`src/rtl/wkp_pkg.sv`:
```
// Package: shared settings and types for the wake-out pulse generator.
// Assumes: nothing; it holds only declarations.
package wkp_pkg;
    parameter int DEFAULT_DLY_W = 5;

    // Which source drives the strobe output.
    typedef enum logic {
        SRC_PULSE = 1'b0,
        SRC_EXT   = 1'b1
    } strobe_src_e;
endpackage

```
`src/rtl/wkp_cfg_reg.sv`:
```
// Module: configuration register of the pulse generator.
// Assumes: the write data is valid whenever we is high; the value resets to zero.
module wkp_cfg_reg #(
    parameter int W = 8
) (
    input  logic         clk,
    input  logic         rst_n,
    input  logic         we,
    input  logic [W-1:0] wdata,
    output logic [W-1:0] q
);
    // Store each written word; clear it on reset.
    always_ff @(posedge clk) begin
        if (!rst_n)  q <= '0;
        else if (we) q <= wdata;
    end
endmodule

```
`src/rtl/wkp_down_counter.sv`:
```
// Module: loadable down counter that times the wake-out pulse.
// Assumes: load_val lies in 1..2**(CNT_W-1); run_en low empties the counter.
module wkp_down_counter #(
    parameter int CNT_W = 6
) (
    input  logic             clk,
    input  logic             rst_n,
    input  logic             run_en,
    input  logic             load,
    input  logic [CNT_W-1:0] load_val,
    input  logic             tick,
    output logic [CNT_W-1:0] cnt_q,
    output logic             active
);
    localparam logic [CNT_W-1:0] MAX_CNT = CNT_W'(1) << (CNT_W - 1);

    // Priority: disable, then load, then a tick-qualified decrement.
    always_ff @(posedge clk) begin
        if (!rst_n || !run_en)          cnt_q <= '0;
        else if (load)                  cnt_q <= load_val;
        else if (tick && cnt_q != '0)   cnt_q <= cnt_q - 1'b1;
    end

    // The pulse is high while any count remains.
    always_comb active = (cnt_q != '0);

    p_disable_clears_r8: assert property (@(posedge clk) disable iff (!rst_n)
        !run_en |=> (cnt_q == '0));
    p_load_value_r6: assert property (@(posedge clk) disable iff (!rst_n)
        (run_en && load) |=> (cnt_q == $past(load_val)));
    p_tick_step_r3: assert property (@(posedge clk) disable iff (!rst_n)
        (run_en && !load && tick && cnt_q != '0) |=> (cnt_q == $past(cnt_q) - 1'b1));
    p_stall_no_tick_r7: assert property (@(posedge clk) disable iff (!rst_n)
        (run_en && !load && !tick) |=> $stable(cnt_q));
    p_no_overflow_r4: assert property (@(posedge clk) disable iff (!rst_n)
        cnt_q <= MAX_CNT);
endmodule

```
`src/rtl/wkp_out_sel.sv`:
```
// Module: output source select and output gate.
// Assumes: both sources are single-bit levels; the path is purely combinational.
module wkp_out_sel
    import wkp_pkg::*;
(
    input  logic        gate_en,
    input  strobe_src_e src,
    input  logic        pulse_in,
    input  logic        ext_in,
    output logic        strobe
);
    // Pick the source, then gate it onto the pin.
    always_comb begin
        strobe = 1'b0;
        if (gate_en) strobe = (src == SRC_EXT) ? ext_in : pulse_in;
    end
endmodule

```
`src/rtl/wake_pulse_gen.sv`:
```
// Module: wake-out strobe pulse generator (top).
// Assumes: tick_en marks polling-clock ticks in the core clock domain, and
// all inputs are synchronous to clk.
module wake_pulse_gen
    import wkp_pkg::*;
#(
    parameter int DLY_W = DEFAULT_DLY_W
) (
    input  logic               clk,
    input  logic               rst_n,
    input  logic               tick_en,
    input  logic               period_trig,
    input  logic               cfg_we,
    input  logic [DLY_W+2:0]   cfg_wdata,
    output logic [DLY_W+2:0]   cfg_rdata,
    input  logic               alt_strobe_in,
    output logic               strobe_out
);
    localparam int CFG_W   = DLY_W + 3;
    localparam int CNT_W   = DLY_W + 1;
    localparam int SRC_BIT = DLY_W;
    localparam int OE_BIT  = DLY_W + 1;
    localparam int EN_BIT  = DLY_W + 2;
    localparam logic [CNT_W-1:0] MAX_CNT = CNT_W'(1) << DLY_W;

    logic [CFG_W-1:0] cfg_q;
    logic [DLY_W-1:0] dly_sel;
    logic [CNT_W-1:0] load_val;
    logic [CNT_W-1:0] cnt_q;
    logic             run_en, load, pulse;
    strobe_src_e      src;

    wkp_cfg_reg #(.W(CFG_W)) u_cfg (
        .clk(clk), .rst_n(rst_n), .we(cfg_we), .wdata(cfg_wdata), .q(cfg_q)
    );

    // Register readback.
    always_comb cfg_rdata = cfg_q;

    // A write takes effect on the counter in the same edge that stores it.
    always_comb begin
        run_en  = cfg_we ? cfg_wdata[EN_BIT] : cfg_q[EN_BIT];
        load    = run_en && (cfg_we || period_trig);
        dly_sel = cfg_we ? cfg_wdata[DLY_W-1:0] : cfg_q[DLY_W-1:0];
    end

    // Map the delay code to a width; code zero means the maximum.
    always_comb load_val = (dly_sel == '0) ? MAX_CNT : {1'b0, dly_sel};

    wkp_down_counter #(.CNT_W(CNT_W)) u_cnt (
        .clk(clk), .rst_n(rst_n), .run_en(run_en), .load(load),
        .load_val(load_val), .tick(tick_en), .cnt_q(cnt_q), .active(pulse)
    );

    // Decode the source select field.
    always_comb src = cfg_q[SRC_BIT] ? SRC_EXT : SRC_PULSE;

    wkp_out_sel u_sel (
        .gate_en(cfg_q[OE_BIT]), .src(src), .pulse_in(pulse),
        .ext_in(alt_strobe_in), .strobe(strobe_out)
    );

    p_gate_low_r9: assert property (@(posedge clk) disable iff (!rst_n)
        !cfg_q[OE_BIT] |-> !strobe_out);
    p_ext_follow_r10: assert property (@(posedge clk) disable iff (!rst_n)
        (cfg_q[OE_BIT] && cfg_q[SRC_BIT]) |-> (strobe_out == alt_strobe_in));
    p_write_reload_r5: assert property (@(posedge clk) disable iff (!rst_n)
        (cfg_we && cfg_wdata[EN_BIT] && cfg_wdata[DLY_W-1:0] != '0)
        |=> (cnt_q == CNT_W'($past(cfg_wdata[DLY_W-1:0]))));
    p_readback_r2: assert property (@(posedge clk) disable iff (!rst_n)
        cfg_we |=> (cfg_rdata == $past(cfg_wdata)));
endmodule

```
`config.mk`:
```
export PLATFORM = sky130hd
export DESIGN_NAME = wake_pulse_gen
export DESIGN_NICKNAME = d
export VERILOG_FILES = /design/src/rtl/wkp_pkg.sv /design/src/rtl/wkp_cfg_reg.sv /design/src/rtl/wkp_down_counter.sv /design/src/rtl/wkp_out_sel.sv /design/src/rtl/wake_pulse_gen.sv
export SDC_FILE = /design/constraint.sdc
export NUM_CORES = 1
export LEC_CHECK = 0
export BUFFER_PORTS_ARGS = -buffer_cell sky130_fd_sc_hd__buf_2
export CAP_MARGIN = 20
export CORE_MARGIN = 3
export CORE_UTILIZATION = 40
export DETAILED_ROUTE_END_ITERATION = 10
export PLACE_DENSITY = 0.68
export SLEW_MARGIN = 25
export SYNTH_ARGS = -nofsm -noshare
export SYNTH_HDL_FRONTEND = slang
export SYNTH_SLANG_ARGS = --single-unit
```
`constraint.sdc`:
```
create_clock -name clk -period 1.6 [get_ports clk]
set_input_delay 0.4 -clock clk [delete_from_list [all_inputs] [get_ports clk]]
set_output_delay 0.4 -clock clk [all_outputs]
set_load 0.05 [all_outputs]
```
==> qor.csv <==
metric,value,unit
violated checks,setup timing,
GRT Total Usage,15.53,%
hold path cells,3,
endpoints failing hold,0,
initial antenna violation count,0,
Seq pwr share,43.8,%
global route hottest layer,met2,
Clock Path Buffers,2,
#FFs+latches synth,14,
gpl congestion,0.7661,
Sequential cell area,285.3,um^2
status,"complete, but fails checks",
hold_sp,cfg_wdata[6],
die area,2383,um^2
critical path arrival,1.46,ns
clock sinks,14,
Hold WS,0.3764,ns
P_leak,0.4674,nW
FF-to-FF Start,u_cnt.cnt_q[0],
DR WL/cell,13.03,um
Logic pwr share,26.8,%
largest net degree at the start of global routing,10,
Ys Warns,0,
syn_area_per_cell,9.165,um^2
"Design Area, Final",1022,um^2
final setup margin,-0.2581,ns
"Seq/Total Area, Yosys",38.23,%
CP required,1.20,ns
ANT nets after route,0,
DR iter-0 viols,4,
routed wire length,1785,um
Die X-Extent,48.82,um
NetSw,0.2604,mW
Filler cells,144,
number of distinct library cells after synthesis,30,
fin util,63.43,%
# hold bufs at CTS,0,
"CTS clk-pin slew, worst paths",0.08,ns
Final period util,116.1,%
M3 GR Usage,2.446,%
Max-slew headroom,68.50,%
Fmax,538.2,MHz
Clk pwr share,29.4,%
vias,695,
Die H,48.82,um
peak supply drop,0.6167,mV
dpl hpwl,1334,um
CTS tree,built,
PortBufs,22,
Starting Density,45.50,%
footprint of the multi-input gates,460.4,um^2
clk root buf,clkbuf_4,
placed inst area,927.1,um^2
FF-to-FF End,u_cnt.cnt_q[4],
Int Pwr,0.6020,mW
Net Sw Frac,30.20,%
met2 Usage GRT,26.02,%
Rows,14,
nets@finish,130,
Pwr Density,843.7,nW/um^2
Worst setup startpoint,u_cnt.cnt_q[2],
critical path endpoint category,primary output,
met1 usage,19.40,%
Synth Cell Area,733.2,um^2
hold crit path type,input pin to flip-flop,
syn nets,96,
RSZ-0062 raised after global routing,true,
Post-Synthesis Cells,80,
First-pass DRT Iterations,5,
max-cap violation count,0,
crit path max fanout,2,
R2R cell count,7,
"Setup violations, final",1,
area grow syn2layout,39.42,%
Crit Path Class,flip-flop to primary output,
diode count,0,
residual DRC count,0,
vias in the first global route,668,
worst-margin pin slew,0.4724,ns
Final Max Tran Viols,0,
fin crit period,1.858,ns
layout cells sized above 1,46.02,%
clock latency at the later pin of the worst-skew pair,0.28,ns
# IOs,23,
Hold Path Sink,u_cfg.q[6],
grt total ovfl,0,
drt via density,5.073,
Clock Skew,0.001326,ns
first-pass GRT wire length,2932,um
H-tree depth,1,
CP startpoint kind,flip-flop,
reg2reg setup slack,0.03,ns
total CTS buffers,3,
Placeable Area,1612,um^2
Yosys cell counts:
cell / n / share of area [%]
xnor2_1: 1 / 1.2
nand4_1: 1 / 0.85
or4b_1: 1 / 1.4
or2_1: 1 / 0.85
or4_1: 1 / 1.0
a21o_1: 2 / 2.0
a21oi_1: 5 / 3.4
o32ai_1: 1 / 1.2
a211oi_1: 2 / 2.0
o21ai_0: 2 / 1.4
mux2i_1: 7 / 9.6
a221oi_1: 2 / 2.4
inv_1: 4 / 2.0
o21a_1: 1 / 1.0
o21ai_1: 1 / 0.68
a311o_1: 1 / 1.4
buf_4: 3 / 3.1
or3_2: 2 / 2.0
ha_1: 2 / 3.4
and2_1: 3 / 2.6
xor2_1: 1 / 1.2
nand2b_1: 1 / 0.85
or3_4: 1 / 1.5
nor2_1: 3 / 1.5
nand3_1: 1 / 0.68
dfxtp_1: 14 / 38
nor2b_1: 8 / 6.8
nor3_1: 5 / 3.4
o2111ai_1: 1 / 1.2
nand2_1: 2 / 1.0
placed cells by master (no fill, tap or decap), drive strengths merged, types with 2 or more instances in the layout:
cell type and count:
a21oi 5, or3 3, nor2 3, nor2b 8
a21o 2, dfxtp 14, mux2i 7, a211oi 2
a221oi 2, ha 2, inv 4, nor3 5
clkbuf 4, buf 32, and2 3, o21ai 3
nand2 2
layer usage:
| metal | share of wire (%) | vias to the layer above |
|---|---|---|
| li1 | - | 357 |
| met1 | 43 | 314 |
| met2 | 50 | 17 |
| met3 | 4.6 | 7 |
| met4 | 1.9 | 0 |
| met5 | 0 | - |
worst max-delay path: stages (launching register included):
cell and delay [ns]:
dfxtp_2 0.33, or3_4 0.40, nor2_4 0.12, o21ai_2 0.05, and2_4 0.14, buf_8 0.14
stage by stage:
step | power, mW | setup slack (ns) | setup TNS, ns | instances
2_1_floorplan | 0.5238 | 0.02259 | 0 | 80
3_3_place_gp | 0.5870 | -0.04616 | -0.05656 | 133
3_5_place_dp | 0.5899 | -0.06918 | -0.08094 | 133
4_1_cts | 0.8566 | -0.2441 | -0.3099 | 137
5_1_grt | 0.9102 | -0.3218 | -0.3633 | 137
6_report | 0.8624 | -0.2581 | -0.2581 | 137
cell type report:
type / count / area share (%)
multi-input cells: 59 / 45.04
flip-flops and latches: 14 / 27.91
repair buffers: 32 / 19.09
clock buffers: 4 / 3.550
well taps: 24 / 2.938
inverters: 4 / 1.469
worst max-delay path by stage:
stage / to / slack, ns
floorplan: strobe_out / 0.02
global placement: strobe_out / -0.05
detailed placement: strobe_out / -0.07
CTS: strobe_out / -0.24
global route: strobe_out / -0.32
finish: strobe_out / -0.26
power groups by stage:
stage / Sequential [mW] / Combinational [mW] / Clock [mW]
6_report: 0.377 / 0.231 / 0.254
5_1_grt: 0.381 / 0.252 / 0.278
4_1_cts: 0.377 / 0.220 / 0.260
3_5_place_dp: 0.384 / 0.206 / 0
3_3_place_gp: 0.383 / 0.204 / 0
2_1_floorplan: 0.414 / 0.110 / 0
flip-flops by register name, summed over array words and instances (netlist names):
signal and cells:
u_cfg.q 8, u_cnt.cnt_q 6
cell families (layout without fill, tap and decap cells):
logic type | count (synthesis) | in the layout | synth area share [%]
adder cells (fa/ha/maj) | 2 | 2 | 3.412
buffers and inverters | 7 | 40 | 5.119
XOR/XNOR | 2 | 2 | 2.390
AND/OR/NAND/NOR | 30 | 30 | 24.57
multiplexers | 7 | 7 | 9.557
AO/OA/AOI/OAI | 18 | 18 | 16.72
flip-flops | 14 | 14 | 38.23
repair_timing:
item,4_1_cts,5_1_grt
resized for setup,12,7
pin swaps,4,6
setup buffers,0,0
endpoints found under the hold margin,0,0
endpoints found under the setup margin,2,3
(Power assumes the default switching activity.)
